==> src/rtl/seqp_pkg.sv <==
package seqp_pkg;

    localparam int OUT_W   = 32;
    localparam int TIME_W  = 20;
    localparam int STEP_AW = 6;
    localparam int BLK_AW  = 4;
    localparam int REP_W   = 16;

    localparam int LEN_W   = STEP_AW + 1;
    localparam int BCNT_W  = BLK_AW + 1;

    typedef struct packed {
        logic [TIME_W-1:0] at_us;
        logic [OUT_W-1:0]  bits;
    } step_t;

    typedef struct packed {
        logic [LEN_W-1:0] len;
        logic [REP_W-1:0] reps;
    } blk_t;

    typedef enum logic [1:0] {
        ST_IDLE,
        ST_SCAN,
        ST_RUN,
        ST_DONE
    } seq_st_t;

    function automatic logic blk_is_empty(blk_t b);
        return (b.len == '0) || (b.reps == '0);
    endfunction

endpackage

==> src/rtl/seqp_table.sv <==
module seqp_table #(
    parameter int W  = 8,
    parameter int AW = 4
) (
    input  logic          clk,
    input  logic          we,
    input  logic [AW-1:0] waddr,
    input  logic [W-1:0]  wdata,
    input  logic [AW-1:0] raddr,
    output logic [W-1:0]  rdata
);
    localparam int DEPTH = 1 << AW;

    logic [W-1:0] mem [DEPTH];

    always_ff @(posedge clk) begin
        if (we) begin
            mem[waddr] <= wdata;
        end
    end

    assign rdata = mem[raddr];

endmodule

==> src/rtl/seqp_us_timer.sv <==
module seqp_us_timer #(
    parameter int TICKS  = 125,
    parameter int TIME_W = 20
) (
    input  logic              clk,
    input  logic              rst,
    input  logic              sync,
    input  logic              clr_us,
    output logic              boundary,
    output logic              wrap,
    output logic [TIME_W-1:0] us
);
    localparam int PRE_W = (TICKS > 1) ? $clog2(TICKS) : 1;
    localparam logic [PRE_W-1:0] PRE_LAST = PRE_W'(TICKS - 1);

    logic [PRE_W-1:0] pre;

    assign boundary = (pre == '0);
    assign wrap     = (pre == PRE_LAST);

    always_ff @(posedge clk) begin
        if (rst) begin
            pre <= '0;
        end else if (sync) begin
            pre <= PRE_LAST;
        end else if (wrap) begin
            pre <= '0;
        end else begin
            pre <= pre + PRE_W'(1);
        end
    end

    always_ff @(posedge clk) begin
        if (rst) begin
            us <= '0;
        end else if (clr_us) begin
            us <= '0;
        end else if (wrap && (us != '1)) begin
            us <= us + TIME_W'(1);
        end
    end

endmodule

==> src/rtl/seqp_ctrl.sv <==
module seqp_ctrl
    import seqp_pkg::*;
(
    input  logic               clk,
    input  logic               rst,
    input  logic               go,
    input  logic [BCNT_W-1:0]  blk_count,
    input  logic               boundary,
    input  logic               wrap,
    input  logic [TIME_W-1:0]  us,
    input  step_t              cur_step,
    input  blk_t               cur_blk,
    output logic [STEP_AW-1:0] step_raddr,
    output logic [BLK_AW-1:0]  blk_raddr,
    output logic               fire,
    output logic               tmr_sync,
    output logic               us_clr,
    output logic               idle,
    output logic               in_run,
    output logic               in_scan,
    output logic               done
);
    seq_st_t            st;
    logic [BCNT_W-1:0]  blk_idx;
    logic [BCNT_W-1:0]  cnt_q;
    logic [STEP_AW-1:0] base;
    logic [LEN_W-1:0]   ptr;
    logic [REP_W-1:0]   rep_left;
    logic               again;
    logic               at_end;
    logic               empty;
    logic               last;

    always_comb begin
        idle       = (st == ST_IDLE) || (st == ST_DONE);
        in_run     = (st == ST_RUN);
        in_scan    = (st == ST_SCAN);
        at_end     = (blk_idx >= cnt_q);
        empty      = blk_is_empty(cur_blk);
        tmr_sync   = idle && go;
        us_clr     = in_scan && wrap && (again || (!at_end && !empty));
        fire       = in_run && boundary && (us >= cur_step.at_us);
        last       = (ptr == (cur_blk.len - LEN_W'(1)));
        step_raddr = base + STEP_AW'(ptr);
        blk_raddr  = blk_idx[BLK_AW-1:0];
    end

    always_ff @(posedge clk) begin
        if (rst) begin
            st       <= ST_IDLE;
            blk_idx  <= '0;
            cnt_q    <= '0;
            base     <= '0;
            ptr      <= '0;
            rep_left <= '0;
            again    <= 1'b0;
            done     <= 1'b0;
        end else begin
            case (st)
                ST_IDLE, ST_DONE: begin
                    if (go) begin
                        st      <= ST_SCAN;
                        blk_idx <= '0;
                        cnt_q   <= blk_count;
                        base    <= '0;
                        again   <= 1'b0;
                        done    <= 1'b0;
                    end
                end
                ST_SCAN: begin
                    if (again) begin
                        if (wrap) begin
                            st    <= ST_RUN;
                            ptr   <= '0;
                            again <= 1'b0;
                        end
                    end else if (at_end) begin
                        st   <= ST_DONE;
                        done <= 1'b1;
                    end else if (empty) begin
                        base    <= base + STEP_AW'(cur_blk.len);
                        blk_idx <= blk_idx + BCNT_W'(1);
                    end else if (wrap) begin
                        st       <= ST_RUN;
                        ptr      <= '0;
                        rep_left <= cur_blk.reps;
                    end
                end
                ST_RUN: begin
                    if (fire) begin
                        if (last) begin
                            st <= ST_SCAN;
                            if (rep_left == REP_W'(1)) begin
                                base    <= base + STEP_AW'(cur_blk.len);
                                blk_idx <= blk_idx + BCNT_W'(1);
                            end else begin
                                rep_left <= rep_left - REP_W'(1);
                                again    <= 1'b1;
                            end
                        end else begin
                            ptr <= ptr + LEN_W'(1);
                        end
                    end
                end
                default: st <= ST_IDLE;
            endcase
        end
    end

endmodule

==> src/rtl/seq_pattern_player.sv <==
module seq_pattern_player
    import seqp_pkg::*;
#(
    parameter int TICKS_PER_US = 125
) (
    input  logic               clk,
    input  logic               rst,
    input  logic               go,
    input  logic [BCNT_W-1:0]  blk_count,
    input  logic               step_we,
    input  logic [STEP_AW-1:0] step_addr,
    input  logic [TIME_W-1:0]  step_time,
    input  logic [OUT_W-1:0]   step_pattern,
    input  logic               blk_we,
    input  logic [BLK_AW-1:0]  blk_addr,
    input  logic [LEN_W-1:0]   blk_len,
    input  logic [REP_W-1:0]   blk_reps,
    output logic [OUT_W-1:0]   pattern_out,
    output logic               done
);
    localparam int STEP_W = $bits(step_t);
    localparam int BLK_W  = $bits(blk_t);

    logic [STEP_W-1:0]  step_rd;
    logic [BLK_W-1:0]   blk_rd;
    step_t              cur_step;
    blk_t               cur_blk;
    logic [STEP_AW-1:0] step_raddr;
    logic [BLK_AW-1:0]  blk_raddr;
    logic               fire;
    logic               tmr_sync;
    logic               us_clr;
    logic               idle;
    logic               in_run;
    logic               in_scan;
    logic               boundary;
    logic               wrap;
    logic [TIME_W-1:0]  us;

    assign cur_step = step_t'(step_rd);
    assign cur_blk  = blk_t'(blk_rd);

    seqp_table #(.W(STEP_W), .AW(STEP_AW)) u_steps (
        .clk   (clk),
        .we    (step_we && idle),
        .waddr (step_addr),
        .wdata ({step_time, step_pattern}),
        .raddr (step_raddr),
        .rdata (step_rd)
    );

    seqp_table #(.W(BLK_W), .AW(BLK_AW)) u_blocks (
        .clk   (clk),
        .we    (blk_we && idle),
        .waddr (blk_addr),
        .wdata ({blk_len, blk_reps}),
        .raddr (blk_raddr),
        .rdata (blk_rd)
    );

    seqp_us_timer #(.TICKS(TICKS_PER_US), .TIME_W(TIME_W)) u_timer (
        .clk      (clk),
        .rst      (rst),
        .sync     (tmr_sync),
        .clr_us   (us_clr),
        .boundary (boundary),
        .wrap     (wrap),
        .us       (us)
    );

    seqp_ctrl u_ctrl (
        .clk        (clk),
        .rst        (rst),
        .go         (go),
        .blk_count  (blk_count),
        .boundary   (boundary),
        .wrap       (wrap),
        .us         (us),
        .cur_step   (cur_step),
        .cur_blk    (cur_blk),
        .step_raddr (step_raddr),
        .blk_raddr  (blk_raddr),
        .fire       (fire),
        .tmr_sync   (tmr_sync),
        .us_clr     (us_clr),
        .idle       (idle),
        .in_run     (in_run),
        .in_scan    (in_scan),
        .done       (done)
    );

    always_ff @(posedge clk) begin
        if (rst) begin
            pattern_out <= '0;
        end else if (fire) begin
            pattern_out <= cur_step.bits;
        end
    end

endmodule

==> config.mk <==
export PLATFORM = sky130hd
export DESIGN_NAME = seq_pattern_player
export DESIGN_NICKNAME = d
export VERILOG_FILES = /design/src/rtl/seqp_pkg.sv /design/src/rtl/seqp_table.sv /design/src/rtl/seqp_us_timer.sv /design/src/rtl/seqp_ctrl.sv /design/src/rtl/seq_pattern_player.sv
export SDC_FILE = /design/constraint.sdc
export NUM_CORES = 2
export LEC_CHECK = 0
export BUFFER_PORTS_ARGS = -buffer_cell sky130_fd_sc_hd__buf_2
export CORE_MARGIN = 2
export CORE_UTILIZATION = 57
export CTS_BUF_LIST = sky130_fd_sc_hd__clkbuf_4 sky130_fd_sc_hd__clkbuf_8
export CTS_CLUSTER_DIAMETER = 50
export DETAILED_ROUTE_END_ITERATION = 6
export PLACE_DENSITY = 0.79
export SETUP_SLACK_MARGIN = 0.2
export SLEW_MARGIN = 5
export SYNTH_ARGS = -nofsm -noshare
export SYNTH_HDL_FRONTEND = slang
export SYNTH_HIERARCHICAL = 1
export SYNTH_SLANG_ARGS = --single-unit
export TNS_END_PERCENT = 10
==> constraint.sdc <==
create_clock -name clk -period 8 [get_ports clk]
set_clock_uncertainty 0.15 [all_clocks]
set_input_delay 1.6 -clock clk [delete_from_list [all_inputs] [get_ports clk]]
set_output_delay 1.6 -clock clk [all_outputs]
set_load 0.01 [all_outputs]
==> qor.csv <==
metric;value;unit
clock buffer depth;4;
synth top area cells;edfxtp_1, mux4_2, dfxtp_1, mux2i_1, o22ai_1;
combinational share of power;22.9;%
Max rail drop VDD;0.000265;V
filler-free cell count of the finished design;11104;
hold path start;u_ctrl/cnt_q[3];
vias per cell;6.85;
status;finished clean;
hold_buf cts;0;
hold slack;0.311;ns
Pleak;50.1;nW
adder-cell share of the synthesized area;0.422;%
initial antenna violation count;39;
register area share after synthesis;77.4;%
Final setup viols;0;
setup ws final;0.900;ns
routed via count;76042;
vias in the first global route;75848;
Cell Area, Synth;146000;µm²
crit-path max FO;28;
top cells by count, synth;edfxtp_1, mux4_2, nor2_1;
hold worst-path end;u_ctrl/cnt_q[3];
Area Overhead vs Synth;11.8;%
Gates resized, CTS repair;0;
Worst EP required;8.78;ns
Max Fclk;141;MHz
Reg2Reg Depth;23;
total chip power;49.7;mW
total gr overflow;0;
DRT iter0 DRCs;11251;
clock network power share;32.5;%
Sw Ratio;29.0;%
Mean Syn Cell Area;21.8;µm²
Final ANT Viol Nets;0;
P per Cell Area;305;nW/µm²
initial core utilization;57.4;%
Layout Utilization;64.2;%
port bufs;127;
Yosys cell types;82;
main combinational cell family by area after synthesis;multiplexers;
setup TNS;0;ns
Synth Area in XOR/XNOR;0.186;%
Clk Tree Root Cell;clkbuf_8;
DRC viols;0;
Tot GR Track Use;28.7;%
total clock sinks;3798;
CTS tree;yes;
Die H;510;µm
Routability Congestion;0.905;
Tmin final;7.10;ns
Main synth FF type;edfxtp_1;
die area;260000;µm²
HP Class;reg2reg;
r2r setup slk;0.90;ns
DP Wirelength;210000;µm
Rel. slew slack;10.3;%
clock latency on the worst-skew pair;1.20;ns
area leader, netlist;edfxtp_1;
most numerous cell in the Yosys netlist;edfxtp_1;
period utilisation layout;88.7;%
FF-to-FF End;u_ctrl/rep_left[8];
P_sw;14.4;mW
final count of pins violating max slew;0;
arrival time worst endpoint;7.88;ns
Flop pwr share;44.6;%
critical path type;reg2reg;
endpoints failing hold;0;
clock-pin slew on the worst setup and hold paths;0.06;ns
crit path capture type;flip-flop;
Setup Fix Bufs, Post-CTS;0;
EDFF count, synth;3696;
H-Tree Depth;6;
largest net degree at the start of global routing;143;
cell count after synthesis;6697;
Nets;7408;
DP Cell Count;10039;
pre-CTS WS;1.26;ns
Synth Area in Simple Gates;2.02;%
Pre-Repair DR Iteration Count;7;
chip width;510;µm
Synth top area share;76.0;%
Detailed Route WL;376000;µm
post-synthesis mux area share;15.1;%
FF+latch count, synth;3798;
RSZ-0062 raised after global routing;false;
max cap viols;0;
core area;254000;µm²
CTS Buf Count;590;
share of cells above drive strength 1;30.2;%
Synth async-reset ratio;0;%
Post-DP Area;152000;µm²
first-pass GRT wire length;534000;µm
Hold Path Depth;2;
Pint;35.3;mW
complex-gate fraction of the synthesized area;3.34;%
# rows;185;
net count after synthesis;6840;
final standard cell area without fillers;163000;µm²
Worst-Margin Slew;1.35;ns
post-DR wirelength/cell;33.9;µm
# IOs;128;
RR Startpoint;u_ctrl/ptr[0];
Yosys Warn Count;6;
startpoint type of the worst setup path;flip-flop;
-- layer usage --
layer	vias up	GRT usage (%)	part of all wire [%]
li1	29687	-	-
met4	24	12.0	4.7
met2	6170	45.0	47
met3	1037	7.53	14
met1	39124	38.9	34
met5	-	0	0.041
-- flip-flops by register name (all words and copies together) (netlist names), 6 cells and up --
| signal | flops |
|---|---|
| u_timer/pre | 7 |
| u_blocks/mem | 368 |
| u_steps/mem | 3328 |
| pattern_out | 32 |
| u_ctrl/base | 6 |
| u_timer/us | 20 |
| u_ctrl/rep_left | 16 |
| u_ctrl/ptr | 7 |
-- cell usage in the layout, fill, tap and decap left out, types with 20 or more instances in the layout --
cell       Yosys  layout
and3_1        23      23
o22ai_1      182     182
nor4_1        55      55
clkinv_1       1     130
mux4_2       886     886
edfxtp_1    3696    3696
a21oi_1      123     123
clkbuf_4       0     171
mux2i_1      164     164
o221ai_1      64      64
nand3_1       45      45
nor2b_1       30      24
clkinv_2       0      58
o22a_1        31      31
inv_1         58      57
dfxtp_1      102     100
nand2_1      107     101
a211oi_1      30      30
buf_12         3      26
o21ai_0       24      24
a22o_1        23      23
nor2_1       196     119
nor3_1        30      24
buf_2         95     126
clkbuf_8       0     609
a22oi_1       85      85
nor2_4         0      63
ha_1          46      45
buf_4         60     195
mux2_2        46      46
nand2b_1      25      20
bufinv_16      0      20
a221oi_1      42      42
-- how the worst max path moves through the flow --
stage                  start             endpoint  slack, ns  cells past startpoint
5_1_grt        u_ctrl/ptr[0]   u_ctrl/rep_left[8]       0.78                     21
3_3_place_gp   u_ctrl/ptr[0]      pattern_out[25]       1.41                     24
4_1_cts        u_ctrl/ptr[0]  u_ctrl/rep_left[10]       1.03                     21
6_report       u_ctrl/ptr[0]   u_ctrl/rep_left[8]       0.90                     23
2_1_floorplan        step_we   u_steps/mem[48][0]       1.62                      4
3_5_place_dp   u_ctrl/ptr[0]      pattern_out[31]       1.26                     24
-- layout make-up --
cell class	count	area [µm²]
sequential	3798	113000
multi-input combinational	2469	31500
fill	15472	91100
antenna	18	45.0
timing repair buffer	347	2620
clock buffer	780	9670
tap	3366	4210
inverter	59	229
clock inverter	267	2030
-- critical path: stages, from the launching register on --
cell      delay, ns
dfxtp_1        0.46
ha_4           0.17
inv_1          0.04
fa_1           0.41
inv_1          0.08
a21o_1         0.11
a21oi_1        0.10
xnor2_2        0.50
buf_12         0.32
nand2b_2       0.48
buf_4          0.26
o22ai_1        0.21
nor4_1         0.89
o22a_1         0.23
inv_1          0.04
ha_1           0.30
nand2_1        0.11
o21a_1         0.14
nor2_1         0.04
o31a_1         0.41
o211ai_2       0.66
nor2_1         0.28
a211oi_1       0.37
a211oi_1       0.11
-- logic make-up (layout without fill, tap and decap cells) --
kind of cell	count (synthesis)	in the layout
DFF	3798	3798
muxes	1096	1096
AOI/OAI and AO/OA	698	698
and+or+nand+nor	596	596
buffers and inverters	430	1453
adders and majority gates	48	48
xor gates and xnor gates	31	31
other	0	18
-- power by group through the flow --
| stage | combinational [mW] | clock, mW | sequential (mW) |
|---|---|---|---|
| floorplan | 7.63 | 0 | 22.5 |
| global placement | 10.9 | 0 | 22.6 |
| detailed placement | 11.1 | 0 | 22.6 |
| CTS | 11.2 | 16.3 | 22.2 |
| global route | 11.8 | 17.1 | 22.2 |
| finish | 11.4 | 16.1 | 22.2 |
Power figures use the tool's default switching activity.
